File: config.mk
export PLATFORM = sky130hd
export DESIGN_NAME = spi_shift_master
export DESIGN_NICKNAME = d
export VERILOG_FILES = /design/src/rtl/spi_shift_master.sv
export SDC_FILE = /design/constraint.sdc
export NUM_CORES = 1
export LEC_CHECK = 0
export ABC_AREA = 1
export BUFFER_PORTS_ARGS = -buffer_cell sky130_fd_sc_hd__buf_2
export CORE_MARGIN = 4
export CORE_UTILIZATION = 58
export CTS_CLUSTER_SIZE = 14
export DETAILED_ROUTE_END_ITERATION = 7
export PLACE_DENSITY = 0.8
export SLEW_MARGIN = 40
export SYNTH_ARGS = -nofsm -noshare
export SYNTH_HDL_FRONTEND = slang
export SYNTH_SLANG_ARGS = --single-unit
File: constraint.sdc
create_clock -name clk -period 3.9 [get_ports clk]
set_input_delay 0.78 -clock clk [delete_from_list [all_inputs] [get_ports clk]]
set_output_delay 0.78 -clock clk [all_outputs]
set_load 0.005 [all_outputs]
File: src/rtl/spi_shift_master.sv
module spi_shift_master #(
  parameter int DW  = 32,
  parameter int BRW = 16,
  localparam int WW = $clog2(DW)
) (
  input  logic           clk,
  input  logic           rst_n,
  input  logic           cfg_wr,
  input  logic [WW-1:0]  cfg_len_m1,
  input  logic           cfg_cpol,
  input  logic           cfg_idle,
  input  logic           cfg_lead_sample,
  input  logic           cfg_msb_first,
  input  logic           cfg_loop,
  input  logic           cfg_tx_off,
  input  logic           cfg_rx_off,
  input  logic [BRW-1:0] cfg_baud,
  input  logic           run_set,
  input  logic           run_clr,
  input  logic [DW-1:0]  tx_data,
  input  logic           tx_wr,
  input  logic           rx_rd,
  input  logic           clr_tx_ovf,
  input  logic           clr_rx_ovf,
  input  logic           miso,
  output logic           sck,
  output logic           mosi,
  output logic [DW-1:0]  rx_data,
  output logic           rx_valid,
  output logic           busy,
  output logic           run,
  output logic           tx_ovf,
  output logic           rx_ovf
);

  function automatic logic len_ok(input logic [WW-1:0] v);
    return (v != '0 && v < WW'(8)) || v == WW'(15) || v == WW'(DW-1);
  endfunction

  logic [WW-1:0]  w_q;
  logic           cpol_q, idle_q, pha_q, msb_q, loop_q, txoff_q, rxoff_q;
  logic [BRW-1:0] br_q, div_q;
  logic           run_q, hold_full, act;
  logic [DW-1:0]  hold_q, word_q, rx_sh;
  logic [WW:0]    h_q;

  wire             tick   = act && div_q == br_q;
  wire [WW:0]      last_h = {w_q, 1'b1};
  wire [WW:0]      hm1    = h_q - (WW+1)'(1);
  wire [WW-1:0]    bidx   = pha_q ? h_q[WW:1] : hm1[WW:1];
  wire [WW-1:0]    pos    = msb_q ? w_q - bidx : bidx;
  wire             quiet  = !act || txoff_q || (!pha_q && h_q == '0);
  wire             smp    = tick && (h_q[0] != pha_q);
  wire             done   = tick && h_q == last_h;
  wire             start  = run_q && hold_full && !act;
  wire             rx_bit = loop_q ? mosi : miso;
  wire [DW-1:0]    rx_nx  = smp ? (rx_sh | (DW'(rx_bit) << pos)) : rx_sh;

  assign mosi = quiet ? idle_q : word_q[pos];
  assign sck  = act ? (cpol_q ^ h_q[0]) : cpol_q;
  assign busy = act | (run_q & hold_full);
  assign run  = run_q;

  always_ff @(posedge clk or negedge rst_n)
    if (!rst_n) begin
      w_q <= WW'(7); cpol_q <= 1'b0; idle_q <= 1'b0; pha_q <= 1'b1; msb_q <= 1'b1;
      loop_q <= 1'b0; txoff_q <= 1'b0; rxoff_q <= 1'b0; br_q <= '0;
    end else if (cfg_wr && !run_q) begin
      if (len_ok(cfg_len_m1)) w_q <= cfg_len_m1;
      cpol_q <= cfg_cpol; idle_q <= cfg_idle; pha_q <= cfg_lead_sample;
      msb_q <= cfg_msb_first; loop_q <= cfg_loop; txoff_q <= cfg_tx_off;
      rxoff_q <= cfg_rx_off; br_q <= cfg_baud;
    end

  always_ff @(posedge clk or negedge rst_n)
    if (!rst_n)       run_q <= 1'b0;
    else if (run_clr) run_q <= 1'b0;
    else if (run_set) run_q <= 1'b1;

  always_ff @(posedge clk or negedge rst_n)
    if (!rst_n) begin
      hold_q <= '0; hold_full <= 1'b0; tx_ovf <= 1'b0;
    end else begin
      if (tx_wr && !hold_full) begin
        hold_q <= tx_data; hold_full <= 1'b1;
      end else if (start) hold_full <= 1'b0;
      if (tx_wr && hold_full) tx_ovf <= 1'b1;
      else if (clr_tx_ovf)    tx_ovf <= 1'b0;
    end

  always_ff @(posedge clk or negedge rst_n)
    if (!rst_n) begin
      act <= 1'b0; word_q <= '0; h_q <= '0; div_q <= '0; rx_sh <= '0;
    end else if (start) begin
      act <= 1'b1; word_q <= hold_q; h_q <= '0; div_q <= '0; rx_sh <= '0;
    end else if (act) begin
      rx_sh <= rx_nx;
      if (tick) begin
        div_q <= '0;
        if (done) act <= 1'b0;
        else      h_q <= h_q + (WW+1)'(1);
      end else div_q <= div_q + BRW'(1);
    end

  always_ff @(posedge clk or negedge rst_n)
    if (!rst_n) begin
      rx_data <= '0; rx_valid <= 1'b0; rx_ovf <= 1'b0;
    end else begin
      if (done && !rxoff_q) begin
        rx_data <= rx_nx; rx_valid <= 1'b1;
      end else if (rx_rd) rx_valid <= 1'b0;
      if (done && !rxoff_q && rx_valid && !rx_rd) rx_ovf <= 1'b1;
      else if (clr_rx_ovf)                        rx_ovf <= 1'b0;
    end

  AST_CFG_LOCKED: assert property (@(posedge clk) disable iff (!rst_n)
    run_q |=> $stable({w_q, cpol_q, idle_q, pha_q, msb_q, loop_q, txoff_q, rxoff_q, br_q}));
  AST_SCK_HOLD: assert property (@(posedge clk) disable iff (!rst_n)
    (act && !tick && run_q) |=> $stable(sck));
  AST_TX_OVF_SET: assert property (@(posedge clk) disable iff (!rst_n)
    (tx_wr && hold_full) |=> tx_ovf);
  AST_RX_OVF_STICKY: assert property (@(posedge clk) disable iff (!rst_n)
    (rx_ovf && !clr_rx_ovf) |=> rx_ovf);
  AST_BUSY_SHIFT: assert property (@(posedge clk) disable iff (!rst_n)
    start |=> busy);

endmodule

# Yosys cells after proc, flatten, opt, wreduce, memory -nomap -nowiden

Cells that the tools add are included.

$add $sub $neg: 4
Multipliers: 0
Divide/modulo/power cells: 0
Order comparisons: 2
Equality and inequality tests: 6
Shifts and indexed selects: 1
Multiplexer cells: 31
Bitwise logic cells: 4
Reduce and logical (&&, ||, !) cells: 34

Operators by type and width:

| cell                    | count |
|---|---|
| $mux W32                | 3 |
| $mux W16                | 3 |
| $or A32 B32 Y32         | 1 |
| $shl A1 B5 Y32          | 1 |
| $mux W6                 | 4 |
| $mux W1                 | 18 |
| $add A16 B1 Y16 const B | 1 |
| $eq A16 B16 Y1          | 1 |
| $reduce_bool A2 Y1      | 7 |
| $logic_and A1 B1 Y1     | 13 |
| $mux W5                 | 2 |
| $add A6 B1 Y6 const B   | 1 |
| $eq A6 B6 Y1            | 1 |
| $logic_not A1 Y1        | 6 |
| $logic_not A6 Y1        | 1 |
| $lt A5 B6 Y1 const B    | 1 |
| $sub A6 B1 Y6 const B   | 1 |
| $bmux W1 S5             | 1 |
| $eq A5 B4 Y1 const B    | 1 |
| $eq A5 B5 Y1 const B    | 1 |
| $lt A5 B4 Y1 const B    | 1 |
| $reduce_bool A5 Y1      | 1 |
| $sub A5 B5 Y5           | 1 |
| $logic_or A1 B1 Y1      | 4 |
| other kinds (7)         | 7 |

Register bits: 184
Latch bits: 0
RAM bits: 0
ROM bits: 0
Bits of input ports: 70
Output and inout bits: 39
Word-level logic and storage cells: 103
Memories: 0

# Longest topological paths before layout

Gate-level depths: netlist of the first run.

Depth in word-level cells: 13
Gate-level depth with buffers: 25
Gate-level depth less buffers: 25

# Worst setup path before layout of the first run

OpenSTA, ideal clock, no wires.

Path type: register -> output
Start point: register h_q[0]
End point: output mosi
Arrival time: 2.602 ns
Data required time: 3.120 ns
Setup slack: 0.518 ns
Cell stages (with the launch flop): 19
Buffers on the path: 1
Cell sequence: dfrtp_1 > inv_1 > ha_1 > inv_1 > nand2_4 > nand2_1 > ha_1 > inv_1 > fa_1 > or2_0 > nand2_1 > buf_4 > nand3_1 > nand3_1 > nand3_1 > nand3_1 > nand3_2 > nand2_1 > inv_1

Longest elaborated chain between the ends: 7
Elaborated cells on any way between the ends: 10
Those cells by class: add/sub: 2; mux: 5; reduce/logical: 3

Ends and longest elaborated chain:

| item                          | RTL line | text |
|---|---|---|
| from (decl)                   | 45       | `logic [WW:0] h_q;` |
| from (signal assigned)        | 101      | `else h_q <= h_q + (WW+1)'(1);` |
| $sub A6 B1 Y6                 | 49       | `wire [WW:0] hm1 = h_q - (WW+1)'(1);` |
| $mux W5                       | 50       | `wire [WW-1:0] bidx = pha_q ? h_q[WW:1] : hm1[WW:1];` |
| $sub A5 B5 Y5                 | 51       | `wire [WW-1:0] pos = msb_q ? w_q - bidx : bidx;` |
| $mux W5                       | 51       |  |
| $bmux W1 S5                   | 59       | `assign mosi = quiet ? idle_q : word_q[pos];` |
| $mux W1 (not written as such) | 59       |  |
| $mux W1 *                     | 59       |  |
| to (decl)                     | 27       | `output logic mosi,` |

Every way passes the cells marked *; elsewhere a longest branch is shown, timed or not. The select of a mux whose other input is x is not followed.

# Final worst setup path of the first run

Ends and elaborated chain as after synthesis.

==> results.txt, run 1 <==
The run finished with clean final reports. In this run, the clock network consumes 28.2% of the power. The clock slew seen by the registers of the worst setup and hold paths came out at 70 ps. After layout, the design draws a total of 5690 uW. The hold slack is 364 ps.

The total iterations of the first detailed-routing run is 5. The sequential cell area fraction in the yosys report is 52.5%. The pin count of the biggest net entering global routing is 98. In this run, placement finished with an instance count of 1280.

The count of placed standard cells in the final layout, fillers left out came out at 1322. The number of antenna violations at the first check in global routing is 0. The max-slew violation count came out at 0.

The total leakage power is 0.00508 uW. The fraction of final layout cells with drive strength greater than 1 is 23.8%. In this run the tool buffered the top-level ports with 108 buffer cells.

The first routing iteration left 524 violations. The clock sink count came out at 184. The setup violation total in the final timing report came out at 0.

After detailed placement, the total cell area comes to 9530 um2. The starting density of the core came out at 59.8%. The worst-case IR drop observed on VDD is 410 uV. For this design the ratio of total power to cell area is 555 nW/um2. The total wire length after detailed routing is 19.4 mm.

The max-capacitance violation count is 0. Data on the critical path is required at its endpoint by 3120 ps. The die is 131 um wide.

Timing would allow up to 257 MHz. In the routed layout, each cell is associated on average with a via count of 5.39. The number of global-route vias before repair came to 7101. The clock latency reported for the late side of the worst-skew pair came out at 440 ps. On the final layout, the worst clock skew is 10.2 ps. For this design the top-level I/O count stands at 109. In the final routed layout, each cell accounts on average for 14.7 um. The share of total power dissipated in sequential elements is 42.3%. After layout, the worst path uses 99.7% of the clock period. The number of filler instances in the final layout is 1142. The number of standard cells after synthesis came out at 1007. The worst path needs 3890 ps of the cycle, external delays included. The DRC violations left came out at 0. The biggest fanout along the worst timing path came out at 5.

The final weighted congestion in routability-driven placement is 0.891. The number of enable flip-flop cells after synthesis came out at 0. The layout net count is 1204. The total internal power came out at 3750 uW. In this run, the combinational gates consume 29.6% of the power.

The die height came out at 131 um. The H-tree was split into 4 levels. The maximum buffer depth of the clock tree came out at 2. The antenna cell count is 0. Of all flip-flops after synthesis, the portion carrying an async set or reset was 100%. During synthesis, Yosys emitted a total of 0 warnings. The arrival time of data at the critical path endpoint came out at 3110 ps. Synthesis inferred 184 register bits. The residual overflow from global routing is 0.

Setup repair after global routing could not meet its margin everywhere. The worst slew margin relative to its limit came out at 50.9%. The hold violation total from the final report came out at 0. The kind of launch point of the worst setup path is a flop. The half-perimeter wire length after detailed placement came out at 13.3 mm. The number of routed nets with antenna violations is 0. The root buffer cell chosen for the clock tree is sky130_fd_sc_hd__clkbuf_16. The worst setup path is captured at a primary output. The final cell area excluding filler cells came out at 10300 um2.

After layout, the worst setup slack is 11.2 ps. The total vias in the final route came out at 7125. The core area is 14700 um2. The path class of the tightest hold or removal check is in -> async. Global routing used 23.8% of the available tracks across all layers. The net switching power came out at 1940 uW. The die covers 17200 um2. The number of different library cells in the post-synthesis netlist is 49. The number of cell rows is 44. When the netlist entered floorplanning its net count stood at 1086.

In this run the mean area of a mapped cell was 8.72 um2. The actual transition at the worst max-transition pin came out at 737 ps. The area of the mapped netlist is 8790 um2. Among all flip-flop cells after synthesis, the most frequent one is sky130_fd_sc_hd__dfrtp_1. The number of buffers added by the clock tree synthesis step is 17. The switching power as a share of total power is 34.1%.

The critical path is of the reg -> out type. The clock tree from TritonCTS is yes. The area added between synthesis and finish came out at 16.8%. The post-place setup slack is 34.1 ps. The global-route wire length before repair is 32.7 mm.
[Yosys cell counts (8+ instances only)]
master / instances / area (um2)
sky130_fd_sc_hd__inv_1: 107 / 402
sky130_fd_sc_hd__nand3_1: 83 / 415
sky130_fd_sc_hd__ha_1: 8 / 100
sky130_fd_sc_hd__dfrtp_1: 179 / 4480
sky130_fd_sc_hd__mux2_2: 44 / 495
sky130_fd_sc_hd__nand2_1: 301 / 1130
sky130_fd_sc_hd__nor3_1: 15 / 75.1
sky130_fd_sc_hd__nor2_2: 11 / 68.8
sky130_fd_sc_hd__xor2_1: 17 / 149
sky130_fd_sc_hd__nand3_2: 9 / 90.1
sky130_fd_sc_hd__o22ai_1: 12 / 75.1
sky130_fd_sc_hd__nor2_1: 47 / 176
sky130_fd_sc_hd__o21ai_0: 25 / 125
sky130_fd_sc_hd__a21oi_1: 57 / 285
sky130_fd_sc_hd__clkbuf_1: 20 / 75.1
sky130_fd_sc_hd__nand4_1: 10 / 62.6
[layout make-up]
class	count	area [um2]	share of cell area, %
repair buffers	131	736	7.17
clock inverters	12	96.3	0.939
well taps	184	230	2.24
multi-input cells	678	3700	36.0
flip-flops and latches	184	4610	44.9
clock buffers	20	457	4.45
inverters	113	432	4.21
[critical path, cell delays in order, from the launching register on]
cell	delay [ps]
sky130_fd_sc_hd__dfrtp_1	400
sky130_fd_sc_hd__inv_2	100
sky130_fd_sc_hd__buf_4	150
sky130_fd_sc_hd__ha_4	140
sky130_fd_sc_hd__nand2_1	70
sky130_fd_sc_hd__nand2_1	120
sky130_fd_sc_hd__nand2_1	90
sky130_fd_sc_hd__inv_2	80
sky130_fd_sc_hd__fa_2	430
sky130_fd_sc_hd__or2_4	290
sky130_fd_sc_hd__nand2_8	100
sky130_fd_sc_hd__nand3_1	110
sky130_fd_sc_hd__nand3_1	100
sky130_fd_sc_hd__nand3_1	80
sky130_fd_sc_hd__nand3_2	80
sky130_fd_sc_hd__nand3_2	80
sky130_fd_sc_hd__nand2_2	70
sky130_fd_sc_hd__inv_1	40
sky130_fd_sc_hd__buf_2	110
[power by group through the flow]
stage,combinational (uW),sequential [uW],clock (uW)
global placement,1440,2420,0
floorplan,1140,2380,0
detailed placement,1480,2440,0
global route,1890,2440,1720
CTS,1610,2400,1630
finish,1680,2410,1600
[cells by family after synthesis]
| logic type | count (synthesis) | share of synthesized area [%] |
|---|---|---|
| xor+xnor | 20 | 1.99 |
| mux | 44 | 5.64 |
| compound gates | 107 | 6.76 |
| flops | 184 | 52.5 |
| buf+inv | 146 | 6.65 |
| fa+ha+maj | 9 | 1.37 |
| simple gates | 497 | 25.1 |
[worst paths after layout]
| check | cells after the start | endpoint | slack, ps | from |
|---|---|---|---|---|
| min in group clk | 2 | rx_data[14] | 470 | rx_data[14] |
| min | 1 | br_q[10] | 360 | rst_n |
| min reg2reg | 2 | rx_data[14] | 470 | rx_data[14] |
| max reg2reg | 25 | rx_data[27] | 390 | h_q[0] |
| max | 18 | mosi | 10 | h_q[0] |
| max in group asynchronous | 2 | hold_q[19] | 2700 | rst_n |
[cells in the final DEF (no fill, tap or decap), types with 3 or more instances in the layout]
master,synthesis,final
sky130_fd_sc_hd__nor2_1,47,46
sky130_fd_sc_hd__nand2_4,3,4
sky130_fd_sc_hd__nand2_2,3,4
sky130_fd_sc_hd__ha_1,8,6
sky130_fd_sc_hd__inv_1,107,100
sky130_fd_sc_hd__o21ai_0,25,25
sky130_fd_sc_hd__nor2_2,11,11
sky130_fd_sc_hd__nand4_1,10,10
sky130_fd_sc_hd__nand3_2,9,13
sky130_fd_sc_hd__buf_2,5,107
sky130_fd_sc_hd__buf_4,3,22
sky130_fd_sc_hd__o22ai_1,12,12
sky130_fd_sc_hd__a21oi_1,57,56
sky130_fd_sc_hd__inv_2,5,10
sky130_fd_sc_hd__o32ai_1,3,3
sky130_fd_sc_hd__nand2_1,301,299
sky130_fd_sc_hd__nor3_1,15,15
sky130_fd_sc_hd__xor2_1,17,16
sky130_fd_sc_hd__clkbuf_16,0,17
sky130_fd_sc_hd__clkinv_4,0,8
sky130_fd_sc_hd__dfstp_2,5,5
sky130_fd_sc_hd__mux2_2,44,44
sky130_fd_sc_hd__nor4_1,4,4
sky130_fd_sc_hd__dfrtp_1,179,179
sky130_fd_sc_hd__nand3_1,83,79
[stage by stage]
stage | setup TNS [ps] | utilization (%)
floorplan | 0 | -
global placement | 0 | 64.8
detailed placement | 0 | 64.8
CTS | 0 | 69.3
global route | -200 | 69.8
finish | 0 | 69.8
[registers in the layout (all words and copies together) (netlist names), 5 cells and up]
register,flops
div_q,16
w_q,5
word_q,32
h_q,6
rx_sh,32
hold_q,32
rx_data,32
br_q,16
[metal layers]
metal	share of wire [%]	track usage, %	vias to the layer above
met5	0	0	-
met4	3.0	10.3	0
met3	5.3	5.71	53
met2	48	37.8	199
met1	44	31.5	3390
li1	-	-	3483
[what timing repair did]
action,CTS,global route
setup endpoints to repair,1,1
resized for setup,16,11
hold endpoints to repair,0,0
pin swaps,3,3
buffers inserted,6,3
gates cloned,1,0
hold buffers,0,0
Note: power is estimated with default switching activity, not from simulation.
==> run 2: changes to the inputs <==
PLACE_DENSITY = 0.78   (was 0.8)
==> run 2 against run 1 <==
  * Critical path depth up 2
  * Die area unchanged
  * Non-clock buffer count fell by 3
  * Critical endpoint unchanged
==> results.txt, run 2 (synthesized netlist as in run 1, its figures left out) <==
The run finished with clean final reports. At the worst endpoint, the arrival time is 3120 ps. The die height came out at 131 um.

The H-tree generated during clock tree synthesis spans 4 levels. The maximum buffer depth of the clock tree is 2. The library cell used most frequently in the layout, excluding fill and tap cells, is sky130_fd_sc_hd__nand2_1. The number of global-route vias before repair is 6867. The maximum clock frequency is 256 MHz. The antenna cell count is 0.

The top cell types in the final layout, fill and taps aside, are 297 x sky130_fd_sc_hd__nand2_1, 179 x sky130_fd_sc_hd__dfrtp_1, 107 x sky130_fd_sc_hd__buf_2, 99 x sky130_fd_sc_hd__inv_1, 81 x sky130_fd_sc_hd__nand3_1. Row generation in the floorplan step produced 44 rows. The total wire length after detailed routing is 19.9 mm. In this run the remaining antenna-violating nets after routing total 0. The number of antenna violations at the first check in global routing is 0. The clock latency reported for the late side of the worst-skew pair is 440 ps. The half-perimeter wire length after detailed placement is 13.5 mm.

The final critical path takes up 100% of the cycle. The tightest min-delay check is of the in -> async type. The maximum VDD drop came out at 406 uV. The clock period could shrink to 3900 ps. The max-slew violation count is 0. Entering global routing, the biggest net connects 85 pins. The hold violation total from the final report came out at 0. The core area is 14700 um2. The die outline area is 17200 um2. The actual transition at the worst max-transition pin is 724 ps. The horizontal die dimension came out at 131 um.

The biggest fanout along the worst timing path came out at 6. TritonCTS built the clock tree. Setup violations remaining at the end of the flow were counted as 0. Detailed routing inserted a total of 7164 vias. STA classifies the critical path startpoint as a flop. The overall fraction of global-route tracks in use came out at 24.1%.

The count of placed standard cells in the final layout, fillers left out is 1319. For the final database, setup skew stands at 11.4 ps. The number of ports placed on the die boundary came out at 109. In the routed design, unresolved DRC markers number 0. The fraction of final layout cells with drive strength greater than 1 is 24.1%. The count of input and output buffers is 108. The starting density of the core came out at 59.8%. The first global-routing pass estimated 32.6 mm of wire.

The delay of the slowest critical-path stage came out at 390 ps. The signal on the critical path passes through inv_2, ha_4, inv_2, nand2_4, nand2_4, ha_4, inv_2, fa_2, nand2_1, nand2_1, a21oi_2, inv_1, nand2_1, nand3_2, xnor2_2, nand3_1, nand3_2, nand2_2, inv_2, buf_2. Counting tap cells, the placed design contains a total of 1279 instances. The max-capacitance violation count came out at 0. The clock slew seen by the registers of the worst setup and hold paths is 70 ps.

The cell sitting at the root of the clock tree is a sky130_fd_sc_hd__clkbuf_16. Using the TritonRoute via totals, the vias-per-cell ratio works out to 5.43. The clock sink count is 184. The worst slew margin relative to its limit came out at 51.8%.

The iteration-0 DRC count of the detailed router came out at 524. STA classifies the critical path endpoint as a primary output. The layout net count came out at 1201. On the critical path, the stage with the largest delay is an instance of sky130_fd_sc_hd__dfrtp_1.

Setup repair after global routing could not meet its margin everywhere. The critical path is of the reg -> out type. The total leakage power is 0.00508 uW. Compared with the post-synthesis result, the final layout area differs by 16.8%. The residual overflow from global routing is 0. The detailed-route wire length per cell came out at 15.1 um. The total iterations of the first detailed-routing run came out at 5. For this design the ratio of total power to cell area is 559 nW/um2.

Clock tree synthesis inserted a total of 17 buffers. The data required time at the worst endpoint is 3120 ps. The cell occurring most often along the worst timing path is sky130_fd_sc_hd__inv_2.

The final core utilization is 69.8%. Routability-driven placement finished with a final weighted congestion of 0.895.
[run 2: report_power, final]
part           internal [uW]  switching, uW
Combinational            671           1010
Sequential              2220            191
Clock                    899            752
Total                   3790           1960
[run 2: per-layer routing]
layer  wire length, um  track usage, %  vias up
met5                 0               0        -
met4               542            9.44        0
met3              1150            5.51       48
met2              9740            38.9      222
met1              8530            31.9     3413
li1                  -               -     3481
[run 2: final cells by class]
cell class | instances | area [um2]
Fill cell | 1168 | 4440
Sequential cell | 184 | 4610
Inverter | 113 | 429
Timing Repair Buffer | 128 | 729
Clock buffer | 18 | 439
Multi-Input combinational cell | 678 | 3700
Tap cell | 184 | 230
Clock inverter | 14 | 123
[run 2: path summary, 6_finish.rpt]
path                       startpoint           to  cells past startpoint  slack (ps)
max                            h_q[1]         mosi                     20           1
min                             rst_n     div_q[6]                      1         190
max reg2reg                    h_q[1]  rx_data[14]                     25         450
min reg2reg                word_q[12]   word_q[12]                      2         470
max in group asynchronous       rst_n    rx_sh[14]                      3        2730
min in group clk           word_q[12]   word_q[12]                      2         470
[run 2: repair_timing]
action | 4_1_cts | 5_1_grt
endpoints found under the setup margin | 1 | 1
hold endpoints to repair | 0 | 0
cloned | 1 | 0
gates resized for setup | 13 | 17
pin swaps | 3 | 12
buffers inserted | 3 | 3
hold buffers | 0 | 0
[run 2: metrics by stage]
| stage | cell area, um2 | hold slack [ps] | setup slack [ps] | setup TNS (ps) | power, uW |
|---|---|---|---|---|---|
| 6_report | 10300 | 189 | 1.04 | 0 | 5740 |
| 5_1_grt | 10300 | 193 | -106 | -106 | 6060 |
| 4_1_cts | 10200 | 412 | 3.74 | 0 | 5650 |
| 3_5_place_dp | 9520 | 459 | 32.1 | 0 | 3930 |
| 3_3_place_gp | 9520 | 455 | 174 | 0 | 3870 |
| 2_1_floorplan | 8790 | 442 | 518 | 0 | 3520 |
[run 2: critical path: cells and delay by family (launching register included)]
family | cells | cell delay, ps
xor gates and xnor gates | 1 | 210
DFF | 1 | 390
buffers and inverters | 6 | 420
adders and majority gates | 3 | 720
AOI/OAI and AO/OA | 1 | 150
and+or+nand+nor | 9 | 780
==> run 3: changes to the inputs <==
clock period = 3.65 ns   (was 3.9 ns; I/O delays follow)
==> run 3 against run 2 <==
  * Clock skew decreased by 2.4 ps
  * Core utilization increased by 3.9 points
  * Global-route usage increased by 0.19 points
  * Sequential cell count unchanged
  * Register-to-register slack got worse by 700 ps
  * Power increased by 16%
  * Count of clock-buffer cells in the layout increased by 2
  * Worst setup slack got worse by 280 ps
  * Non-clock buffer count increased by 10
  * Cell count increased by 0.83%
  * The flow now finishes with violations (negative setup slack)
  * Worst hold slack improved by 94 ps
  * Sequential share of layout area decreased by 2.4 points
==> results.txt, run 3 (synthesized netlist as in run 1, its figures left out) <==
The maximum VDD drop is 439 uV. TritonCTS built the clock tree. The total vias in the final route is 7239.

The final critical-path required period came out at 3930 ps. The detailed-route wire length per cell is 15.7 um. The core area is 14700 um2.

Setup repair after global routing could not meet its margin everywhere. The final sum of negative setup slack is -10560 ps. The maximum buffer depth of the clock tree is 2. The number of cell rows is 44.

The half-perimeter wire length after detailed placement came out at 13.3 mm. The maximum clock frequency came out at 254 MHz. The max-slew violation count is 0.

Entering global routing, the biggest net connects 94 pins. The endpoint identified for the worst register-to-register timing path is rx_data[30]. In the layout the commonest cells are 285 x sky130_fd_sc_hd__nand2_1, 179 x sky130_fd_sc_hd__dfrtp_1, 107 x sky130_fd_sc_hd__buf_2, 99 x sky130_fd_sc_hd__inv_1, 46 x sky130_fd_sc_hd__nor2_1. Clock tree synthesis selected as its root buffer the cell sky130_fd_sc_hd__clkbuf_16.

The number of antenna violations at the first check in global routing is 0. Once detail routing completed, the nets flagged for antenna violations numbered 0. The post-place setup slack is -1.94 ps.

The die outline area came out at 17200 um2. The endpoint type of the worst setup path is a primary output. The post-route netlist has 31.1% of its cells at a drive strength greater than 1. The final critical-path share of the clock period is 108%. The number of ports placed on the die boundary came out at 109. The data required time at the worst endpoint came out at 2920 ps. The least setup slack across all paths after layout came out at -282 ps. The initial utilization of the core area, before any placement, comes to 59.8%.

Data arrives at the worst endpoint at 3200 ps. The count of input and output buffers came out at 108. The final weighted congestion in routability-driven placement is 0.893. The routed via count divided by cell count is 5.44. In this run the worst setup path terminates at mosi.

The number of levels the H-tree was split into is 4. After clock tree synthesis, the clock-pin slew on the worst setup and hold paths is 70 ps. In this run the critical register-to-register path is launched from h_q[0].

The overall fraction of global-route tracks in use came out at 24.3%. The total leakage power is 0.00521 uW. The slack of the worst reg-to-reg path is -250 ps.

The number of global-route vias before repair came to 6881. After detailed routing, the number of remaining DRC violations is 0. Tracing the worst setup path back leads to its startpoint at pha_q. The worst clock skew came out at 8.99 ps. From left edge to right edge, the die measures 131 um. The kind of launch point of the worst setup path is a flop. The global-route wire length before repair came out at 32.9 mm. The area growth from synthesis to layout is 23.4%.

The kind of critical path is reg -> out. The total power per unit cell area is 616 nW/um2. After the first detailed-routing iteration, the DRC count stood at 566. The biggest fanout along the worst timing path came out at 6. The antenna cell count came out at 0.

The layout net count came out at 1212. The total iterations of the first detailed-routing run came out at 5. The flow ran to the end, but the final reports show violations. Counting the buffers created by CTS gives 17. The library cell used most frequently in the layout, excluding fill and tap cells, is sky130_fd_sc_hd__nand2_1. The number of cells on the worst reg-to-reg path is 28. The clock latency reported for the late side of the worst-skew pair is 440 ps. The worst slew margin relative to its limit is 41.6%. The hold slack is 283 ps.

The clock sink count came out at 184. The actual transition at the worst max-transition pin is 875 ps. The routed design has 20.9 mm of wire.

Setup violations remaining at the end of the flow were counted as 65. The tightest min-delay check is of the in -> async type. The die height came out at 131 um. The final reports fail on negative setup slack. The hold violation total from the final report is 0.

The residual overflow from global routing came out at 0. Max-cap violations in this run came to 0.
==> run 3: cell count changes in the layout (fill, tap and decap cells not counted), sizes merged <==
cell / previous run / this run
clkbuf: 18 / 20
clkinv: 9 / 5
bufinv: 1 / 2
buf: 128 / 138
clkinvlp: 2 / 4
==> run 3: repair_timing <==
item | 4_1_cts | 5_1_grt
hold buffers | 0 | 0
cloned | 1 | 1
setup endpoints to repair | 34 | 65
resized for setup | 43 | 85
buffers inserted | 8 | 6
pin swaps | 12 | 19
==> run 3: power by group <==
group	internal, uW	switching (uW)
Clock	1070	813
Combinational	892	1330
Sequential	2370	206
==> run 3: worst min-delay path by stage <==
stage                           from    endpoint  slack [ps]  cells after the start
after floorplan                rst_n         act         430                      0
final                          rst_n    div_q[9]         280                      1
after detailed placement  word_q[18]  word_q[18]         460                      2
after global placement     word_q[8]   word_q[8]         460                      2
after global routing           rst_n    div_q[9]         350                      1
after CTS                      rst_n    div_q[9]         340                      1
==> run 3: area by class of cell <==
type / instances / area (um2)
Clock inverter: 12 / 139
Clock buffer: 20 / 467
Tap cell: 184 / 230
Timing Repair Buffer: 138 / 800
Inverter: 113 / 442
Fill cell: 1063 / 3860
Timing Repair inverter: 1 / 8.76
Sequential cell: 184 / 4610
Multi-Input combinational cell: 678 / 4150
==> run 3: layer usage <==
metal / routed length (um) / up-vias / share of wire, % / global-route usage (%)
met5: 0 / - / 0 / 0
met3: 959 / 36 / 4.6 / 4.98
li1: - / 3503 / - / -
met2: 10400 / 204 / 50 / 39.9
met4: 448 / 0 / 2.1 / 7.44
met1: 9010 / 3496 / 43 / 32.9
==> run 3: worst max-delay path, stage by stage (launching register included) <==
cell                      delay [ps]
sky130_fd_sc_hd__dfstp_2         610
sky130_fd_sc_hd__nand2_1         180
sky130_fd_sc_hd__nand2_4         130
sky130_fd_sc_hd__ha_4            140
sky130_fd_sc_hd__inv_4            30
sky130_fd_sc_hd__fa_2            540
sky130_fd_sc_hd__or2_4           180
sky130_fd_sc_hd__nand2_8         100
sky130_fd_sc_hd__inv_6           110
sky130_fd_sc_hd__nand3_1          90
sky130_fd_sc_hd__nand3_1         130
sky130_fd_sc_hd__nand3_1         110
sky130_fd_sc_hd__nand3_2         100
sky130_fd_sc_hd__nand3_2          70
sky130_fd_sc_hd__nand2_2          90
sky130_fd_sc_hd__inv_2            30
sky130_fd_sc_hd__buf_2           110
==> run 3: through the flow <==
| stage | total power [uW] | util (%) | area (um2) | instances |
|---|---|---|---|---|
| after floorplan | 3760 | - | 8790 | 1007 |
| after global placement | 4150 | 64.9 | 9540 | 1282 |
| after detailed placement | 4200 | 64.9 | 9550 | 1282 |
| after CTS | 6330 | 70.7 | 10400 | 1323 |
| after global routing | 7020 | 73.8 | 10800 | 1330 |
| final | 6680 | 73.8 | 10800 | 1330 |
